$ cat config.mk
export PLATFORM = sky130hd
export DESIGN_NAME = sensor_frame_gen
export DESIGN_NICKNAME = d
export VERILOG_FILES = /design/src/rtl/sfg_pkg.sv /design/src/rtl/sfg_capture.sv /design/src/rtl/sfg_byte_sel.sv /design/src/rtl/sfg_sequencer.sv /design/src/rtl/sensor_frame_gen.sv
export SDC_FILE = /design/constraint.sdc
export NUM_CORES = 1
export LEC_CHECK = 0
export ABC_AREA = 1
export BUFFER_PORTS_ARGS = -buffer_cell sky130_fd_sc_hd__buf_4
export CAP_MARGIN = 0
export CORE_UTILIZATION = 50
export CTS_CLUSTER_SIZE = 25
export DETAILED_ROUTE_END_ITERATION = 12
export GPL_ROUTABILITY_DRIVEN = 0
export GPL_TIMING_DRIVEN = 0
export PLACE_DENSITY = 0.83
export SETUP_SLACK_MARGIN = 0.05
export SLEW_MARGIN = 20
export SYNTH_ARGS = -nofsm -noshare
export SYNTH_HDL_FRONTEND = slang
export SYNTH_SLANG_ARGS = --single-unit
$ cat constraint.sdc
create_clock -name clk -period 2 [get_ports clk]
set_clock_uncertainty 0.15 [all_clocks]
set_input_delay 0.2 -clock clk [delete_from_list [all_inputs] [get_ports clk]]
set_output_delay 0.2 -clock clk [all_outputs]
set_load 0.03 [all_outputs]
$ cat src/rtl/sfg_pkg.sv
package sfg_pkg;
  typedef logic [7:0] byte_t;
  localparam byte_t SYNC_HI = 8'hA5;
  localparam byte_t SYNC_LO = 8'h5A;
  localparam int    HDR_BYTES = 4;
  localparam int    TRL_BYTES = 1;
endpackage

$ cat src/rtl/sfg_capture.sv
module sfg_capture #(
  parameter int NUM_CH   = 6,
  parameter int SAMPLE_W = 10,
  parameter int NUM_BTN  = 4
) (
  input  logic                       clk,
  input  logic                       rst,
  input  logic                       load,
  input  logic [NUM_CH*SAMPLE_W-1:0] samples_in,
  input  logic [NUM_BTN-1:0]         btn_in,
  output logic [NUM_CH*SAMPLE_W-1:0] samples_q,
  output logic [NUM_BTN-1:0]         btn_q
);
  always_ff @(posedge clk) begin
    if (rst) begin
      samples_q <= '0;
      btn_q     <= '0;
    end else if (load) begin
      samples_q <= samples_in;
      btn_q     <= btn_in;
    end
  end
endmodule

$ cat src/rtl/sfg_byte_sel.sv
module sfg_byte_sel
  import sfg_pkg::*;
#(
  parameter int    NUM_CH   = 6,
  parameter int    SAMPLE_W = 10,
  parameter int    NUM_BTN  = 4,
  parameter byte_t VERSION  = 8'h01,
  localparam int   FRAME_LEN = HDR_BYTES + 2*NUM_CH + TRL_BYTES,
  localparam int   IDX_W     = $clog2(FRAME_LEN)
) (
  input  logic [IDX_W-1:0]           idx,
  input  logic [NUM_CH*SAMPLE_W-1:0] samples_q,
  input  logic [NUM_BTN-1:0]         btn_q,
  input  byte_t                      frame_no,
  output byte_t                      sel_byte
);
  logic [15:0] word;
  byte_t       btn_byte;

  always_comb begin
    btn_byte = '0;
    btn_byte[NUM_BTN-1:0] = btn_q;
    word = '0;
    sel_byte = '0;
    if (idx == IDX_W'(0))                sel_byte = SYNC_HI;
    else if (idx == IDX_W'(1))           sel_byte = SYNC_LO;
    else if (idx == IDX_W'(2))           sel_byte = VERSION;
    else if (idx == IDX_W'(3))           sel_byte = frame_no;
    else if (idx == IDX_W'(FRAME_LEN-1)) sel_byte = btn_byte;
    else begin
      for (int c = 0; c < NUM_CH; c++) begin
        if (idx == IDX_W'(HDR_BYTES + 2*c) || idx == IDX_W'(HDR_BYTES + 2*c + 1)) begin
          word = '0;
          word[SAMPLE_W-1:0] = samples_q[c*SAMPLE_W +: SAMPLE_W];
          sel_byte = idx[0] ? word[15:8] : word[7:0];
        end
      end
    end
  end
endmodule

$ cat src/rtl/sfg_sequencer.sv
module sfg_sequencer
  import sfg_pkg::*;
#(
  parameter int   NUM_CH    = 6,
  localparam int  FRAME_LEN = HDR_BYTES + 2*NUM_CH + TRL_BYTES,
  localparam int  IDX_W     = $clog2(FRAME_LEN)
) (
  input  logic             clk,
  input  logic             rst,
  input  logic             sample_stb,
  input  logic             tx_ready,
  input  byte_t            sel_byte,
  output logic [IDX_W-1:0] sel_idx,
  output logic             start,
  output byte_t            frame_no,
  output byte_t            tx_data,
  output logic             tx_valid,
  output logic             overrun
);
  localparam logic [IDX_W-1:0] LAST = IDX_W'(FRAME_LEN-1);

  logic [IDX_W-1:0] cur_idx;
  logic accept, last;

  assign start   = sample_stb && !tx_valid;
  assign accept  = tx_valid && tx_ready;
  assign last    = (cur_idx == LAST);
  assign sel_idx = start ? '0 : cur_idx + 1'b1;

  always_ff @(posedge clk) begin
    if (rst) begin
      tx_valid <= 1'b0;
      tx_data  <= '0;
      cur_idx  <= '0;
      frame_no <= '0;
      overrun  <= 1'b0;
    end else begin
      overrun <= sample_stb && tx_valid;
      if (start) begin
        tx_valid <= 1'b1;
        cur_idx  <= '0;
        tx_data  <= sel_byte;
      end else if (accept) begin
        if (last) begin
          tx_valid <= 1'b0;
          frame_no <= frame_no + 8'd1;
        end else begin
          cur_idx <= sel_idx;
          tx_data <= sel_byte;
        end
      end
    end
  end

  AST_HOLD_BYTE: assert property (@(posedge clk) disable iff (rst)
    tx_valid && !tx_ready |=> tx_valid && $stable(tx_data));
  AST_FIRST_SYNC: assert property (@(posedge clk) disable iff (rst)
    $rose(tx_valid) |-> tx_data == SYNC_HI);
  AST_NO_RESTART: assert property (@(posedge clk) disable iff (rst)
    sample_stb && tx_valid && !tx_ready |=> tx_valid && $stable(cur_idx));
  AST_FRAME_STEP: assert property (@(posedge clk) disable iff (rst)
    accept && last |=> !tx_valid && frame_no == 8'($past(frame_no) + 8'd1));
  AST_IDX_RANGE: assert property (@(posedge clk) disable iff (rst)
    cur_idx <= LAST);
endmodule

$ cat src/rtl/sensor_frame_gen.sv
module sensor_frame_gen
  import sfg_pkg::*;
#(
  parameter int    NUM_CH   = 6,
  parameter int    SAMPLE_W = 10,
  parameter int    NUM_BTN  = 4,
  parameter byte_t VERSION  = 8'h01,
  localparam int   FRAME_LEN = HDR_BYTES + 2*NUM_CH + TRL_BYTES,
  localparam int   IDX_W     = $clog2(FRAME_LEN)
) (
  input  logic                       clk,
  input  logic                       rst,
  input  logic                       sample_stb,
  input  logic [NUM_CH*SAMPLE_W-1:0] ch_samples,
  input  logic [NUM_BTN-1:0]         buttons,
  output logic [7:0]                 tx_data,
  output logic                       tx_valid,
  input  logic                       tx_ready,
  output logic                       overrun
);
  logic [NUM_CH*SAMPLE_W-1:0] samples_q;
  logic [NUM_BTN-1:0]         btn_q;
  logic [IDX_W-1:0]           sel_idx;
  logic                       start;
  byte_t                      frame_no, sel_byte;

  sfg_capture #(.NUM_CH(NUM_CH), .SAMPLE_W(SAMPLE_W), .NUM_BTN(NUM_BTN)) u_cap (
    .clk(clk), .rst(rst), .load(start), .samples_in(ch_samples), .btn_in(buttons),
    .samples_q(samples_q), .btn_q(btn_q));

  sfg_byte_sel #(.NUM_CH(NUM_CH), .SAMPLE_W(SAMPLE_W), .NUM_BTN(NUM_BTN),
                 .VERSION(VERSION)) u_sel (
    .idx(sel_idx), .samples_q(samples_q), .btn_q(btn_q), .frame_no(frame_no),
    .sel_byte(sel_byte));

  sfg_sequencer #(.NUM_CH(NUM_CH)) u_seq (
    .clk(clk), .rst(rst), .sample_stb(sample_stb), .tx_ready(tx_ready),
    .sel_byte(sel_byte), .sel_idx(sel_idx), .start(start), .frame_no(frame_no),
    .tx_data(tx_data), .tx_valid(tx_valid), .overrun(overrun));
endmodule

==> impl_metrics.ini <==
[detailed_routing]
drt-vias-per-instance = 5.42
vias = 4543
drtPass1Iterations = 6
drc_errors = 0
detail-route-antenna-nets = 0
routedWlPerCell_um = 15.3
detail_route.iter0.violations = 397
routed_wl_mm = 12.8

[clock_tree]
root_buffer = clkbuf_8
cts_htree_levels = 3
numCtsBuffers = 9
cts_tree = done
clk_pin_slew_ns = 0.09
clkSinkCount = 87
cts_buffer_depth = 2
clock_latency_ns = 0.36

[timing]
worst_pin_slew_ns = 0.591
hold_viol = 0
setup_viol = 10
post-route-min-period_ns = 2.30
hold_ws_ns = 0.00827
timing.fmax_mhz = 434
slew_viol_final = 0
min_period_over_period_pct = 115
fin_ws_ns = -0.305
max_slew_margin_pct = 60.6
rsz0062_at_grt = yes

[synthesis]
ys_warn_count = 0
synth_area_leaders = dfxtp_1, o21ai_0, nor2_1, nand2_1, a21oi_1
synth.net_count = 646
synth.distinct_cells = 32
syn-cell-area_um2 = 4110
yosysSeqAreaShare_pct = 42.4
synth.avg_cell_area_um2 = 7.14
netlist.area_leader.share_pct = 42.4
synthCells = 575
yosysTopAreaCell = dfxtp_1
ys_ff_latch = 87

[place]
dpl_cell_area_um2 = 4830
hpwl_mm = 8.06
place_ws_ns = -0.332
io_buffers = 76

[worst_setup_path]
crit_family = simple AND/OR/NAND/NOR gates
required_ns = 2.17
cpPeakStageDelay_ns = 0.39
endpoint_kind = flip-flop
arrival_ns = 2.48
worst-path-buf-inv = 2
cp-start-kind = flip-flop
critPathMaxFanout = 4
slowest_stage = dfxtp_4
crit_type = reg -> reg
crit_chain = ha_4 > nand4_1 > nand2_1 > nand3_4 > inv_4 > nand2_2 > o211ai_1 > o211ai_1 > nand3_1 > nand2_1 > o211ai_1 > nand2_1 > inv_1

[global_routing]
grt_pass1_wl_mm = 20.4
grt_max_degree = 15
grt_use_total_pct = 30.7
antenna_found_initial = 0
grt_overflow = 0
grt_pass1_vias = 4435

[die]
die_area_um2 = 8580
die_y_um = 92.6
start_util_pct = 52.3
ios = 78
die-width_um = 92.6
coreArea_um2 = 7850
row_count = 32

[power]
power_frac_clock_pct = 30.7
p_sw_uw = 1160
power_density_nw_per_um2 = 678
power.total_uw = 3960
p_comb_share_pct = 20.7
power_leakage_uw = 0.00248
irDropWorstVdd_mv = 0.483
switching_share_pct = 29.3
intPower_uw = 2800
power_frac_seq_pct = 48.6

[cells_and_area]
fillers = 569
finalInstanceArea_um2 = 5830
areaGrowthSynthToFinish_pct = 42.0
final_layout_size_suffix_gt1_share_pct = 22.3
mostFrequentLayoutCells = nor2_1, o21ai_0, nand2_1, dfxtp_1, buf_4
layout_commonest_cell = nor2_1
final_nets = 803
n_antenna_cell = 0

[outcome]
status = finished with violations
violations = setup timing

[hold_path]
hold_path.class = in -> reg

[run]
maxCapViolCount = 0
[cells by family (layout without fill, tap and decap cells)]
logic type | count (synthesis) | after routing | share of synthesized area (%)
and+or+nand+nor | 241 | 242 | 27.2
AOI/OAI and AO/OA | 152 | 152 | 19.8
buffers and inverters | 91 | 251 | 9.41
DFF | 87 | 87 | 42.4
adders and majority gates | 3 | 3 | 0.914
muxes | 1 | 1 | 0.244
[path summary, 6_finish.rpt]
| kind | start | end | slack, ns | cells after the start |
|---|---|---|---|---|
| max | u_seq.cur_idx[0] | u_seq.tx_data[5] | -0.30 | 13 |
| min | ch_samples[23] | u_cap.samples_q[23] | 0.008 | 3 |
| max reg2reg | u_seq.cur_idx[0] | u_seq.tx_data[5] | -0.30 | 13 |
| min reg2reg | u_cap.samples_q[58] | u_cap.samples_q[58] | 0.30 | 2 |
[worst reg2reg max path, delay by kind of cell, from the launching register on]
kind / cells / cell delay [ns]
simple gates: 7 / 0.90
compound gates: 3 / 0.48
flops: 1 / 0.39
buf+inv: 2 / 0.18
fa+ha+maj: 1 / 0.16
[repair_timing]
action	CTS	global route
endpoints found under the setup margin	22	13
gates cloned	1	0
endpoints found under the hold margin	62	0
hold buffers	61	0
buffers inserted	4	4
gates resized for setup	25	6
pin swaps	17	4
[sequential cells by signal, indices dropped and copies added, names as in the netlist]
name / flops
u_seq.frame_no: 8
u_seq.cur_idx: 5
u_seq.overrun: 1
u_seq.tx_valid: 1
u_seq.tx_data: 8
u_cap.btn_q: 4
u_cap.samples_q: 60
[through the flow]
step / util, % / instances / TNS (ns)
6_report: 74.3 / 838 / -2.11
5_1_grt: 74.3 / 838 / -3.57
4_1_cts: 73.7 / 834 / -1.20
3_5_place_dp: 61.6 / 753 / -1.82
3_3_place_gp: 61.6 / 753 / -1.54
2_1_floorplan: - / 575 / 0
[cell type report]
type                       instances  area (um^2)  share of cell area (%)
buffer                            27          143                    2.44
sequential                        87         1750                    30.0
multi-input combinational        398         2110                    36.2
clock buffer                      10          128                    2.19
inverter                          64          260                    4.46
tap                              102          128                    2.19
clock inverter                     5         60.1                    1.03
timing repair buffer             145         1250                    21.5
[synth_stat cells, drive strengths merged]
cell type    n
clkbuf      22
a31oi        1
inv         63
buf          5
nand3       25
a21boi       1
nor3         5
a21oi       46
nand2       97
clkinv       1
ha           3
or2          1
nand4        8
o21ai       89
mux2i        1
dfxtp       87
o211ai      15
nor2       105
[power by group through the flow]
stage,clock network [uW],registers (uW),logic [uW]
floorplan,0,1980,379
global placement,0,1960,636
detailed placement,0,1960,651
CTS,1210,1920,784
global route,1280,1930,895
finish,1210,1920,819
[per-layer routing]
layer | routed length, um | vias up | GRT usage (%)
li1 | - | 2187 | -
met1 | 5090 | 2059 | 35.9
met2 | 6190 | 233 | 53.1
met3 | 928 | 64 | 5.17
met4 | 605 | 0 | 16.8
met5 | 0 | - | 0
No activity file was read; power rests on OpenSTA's default activity.
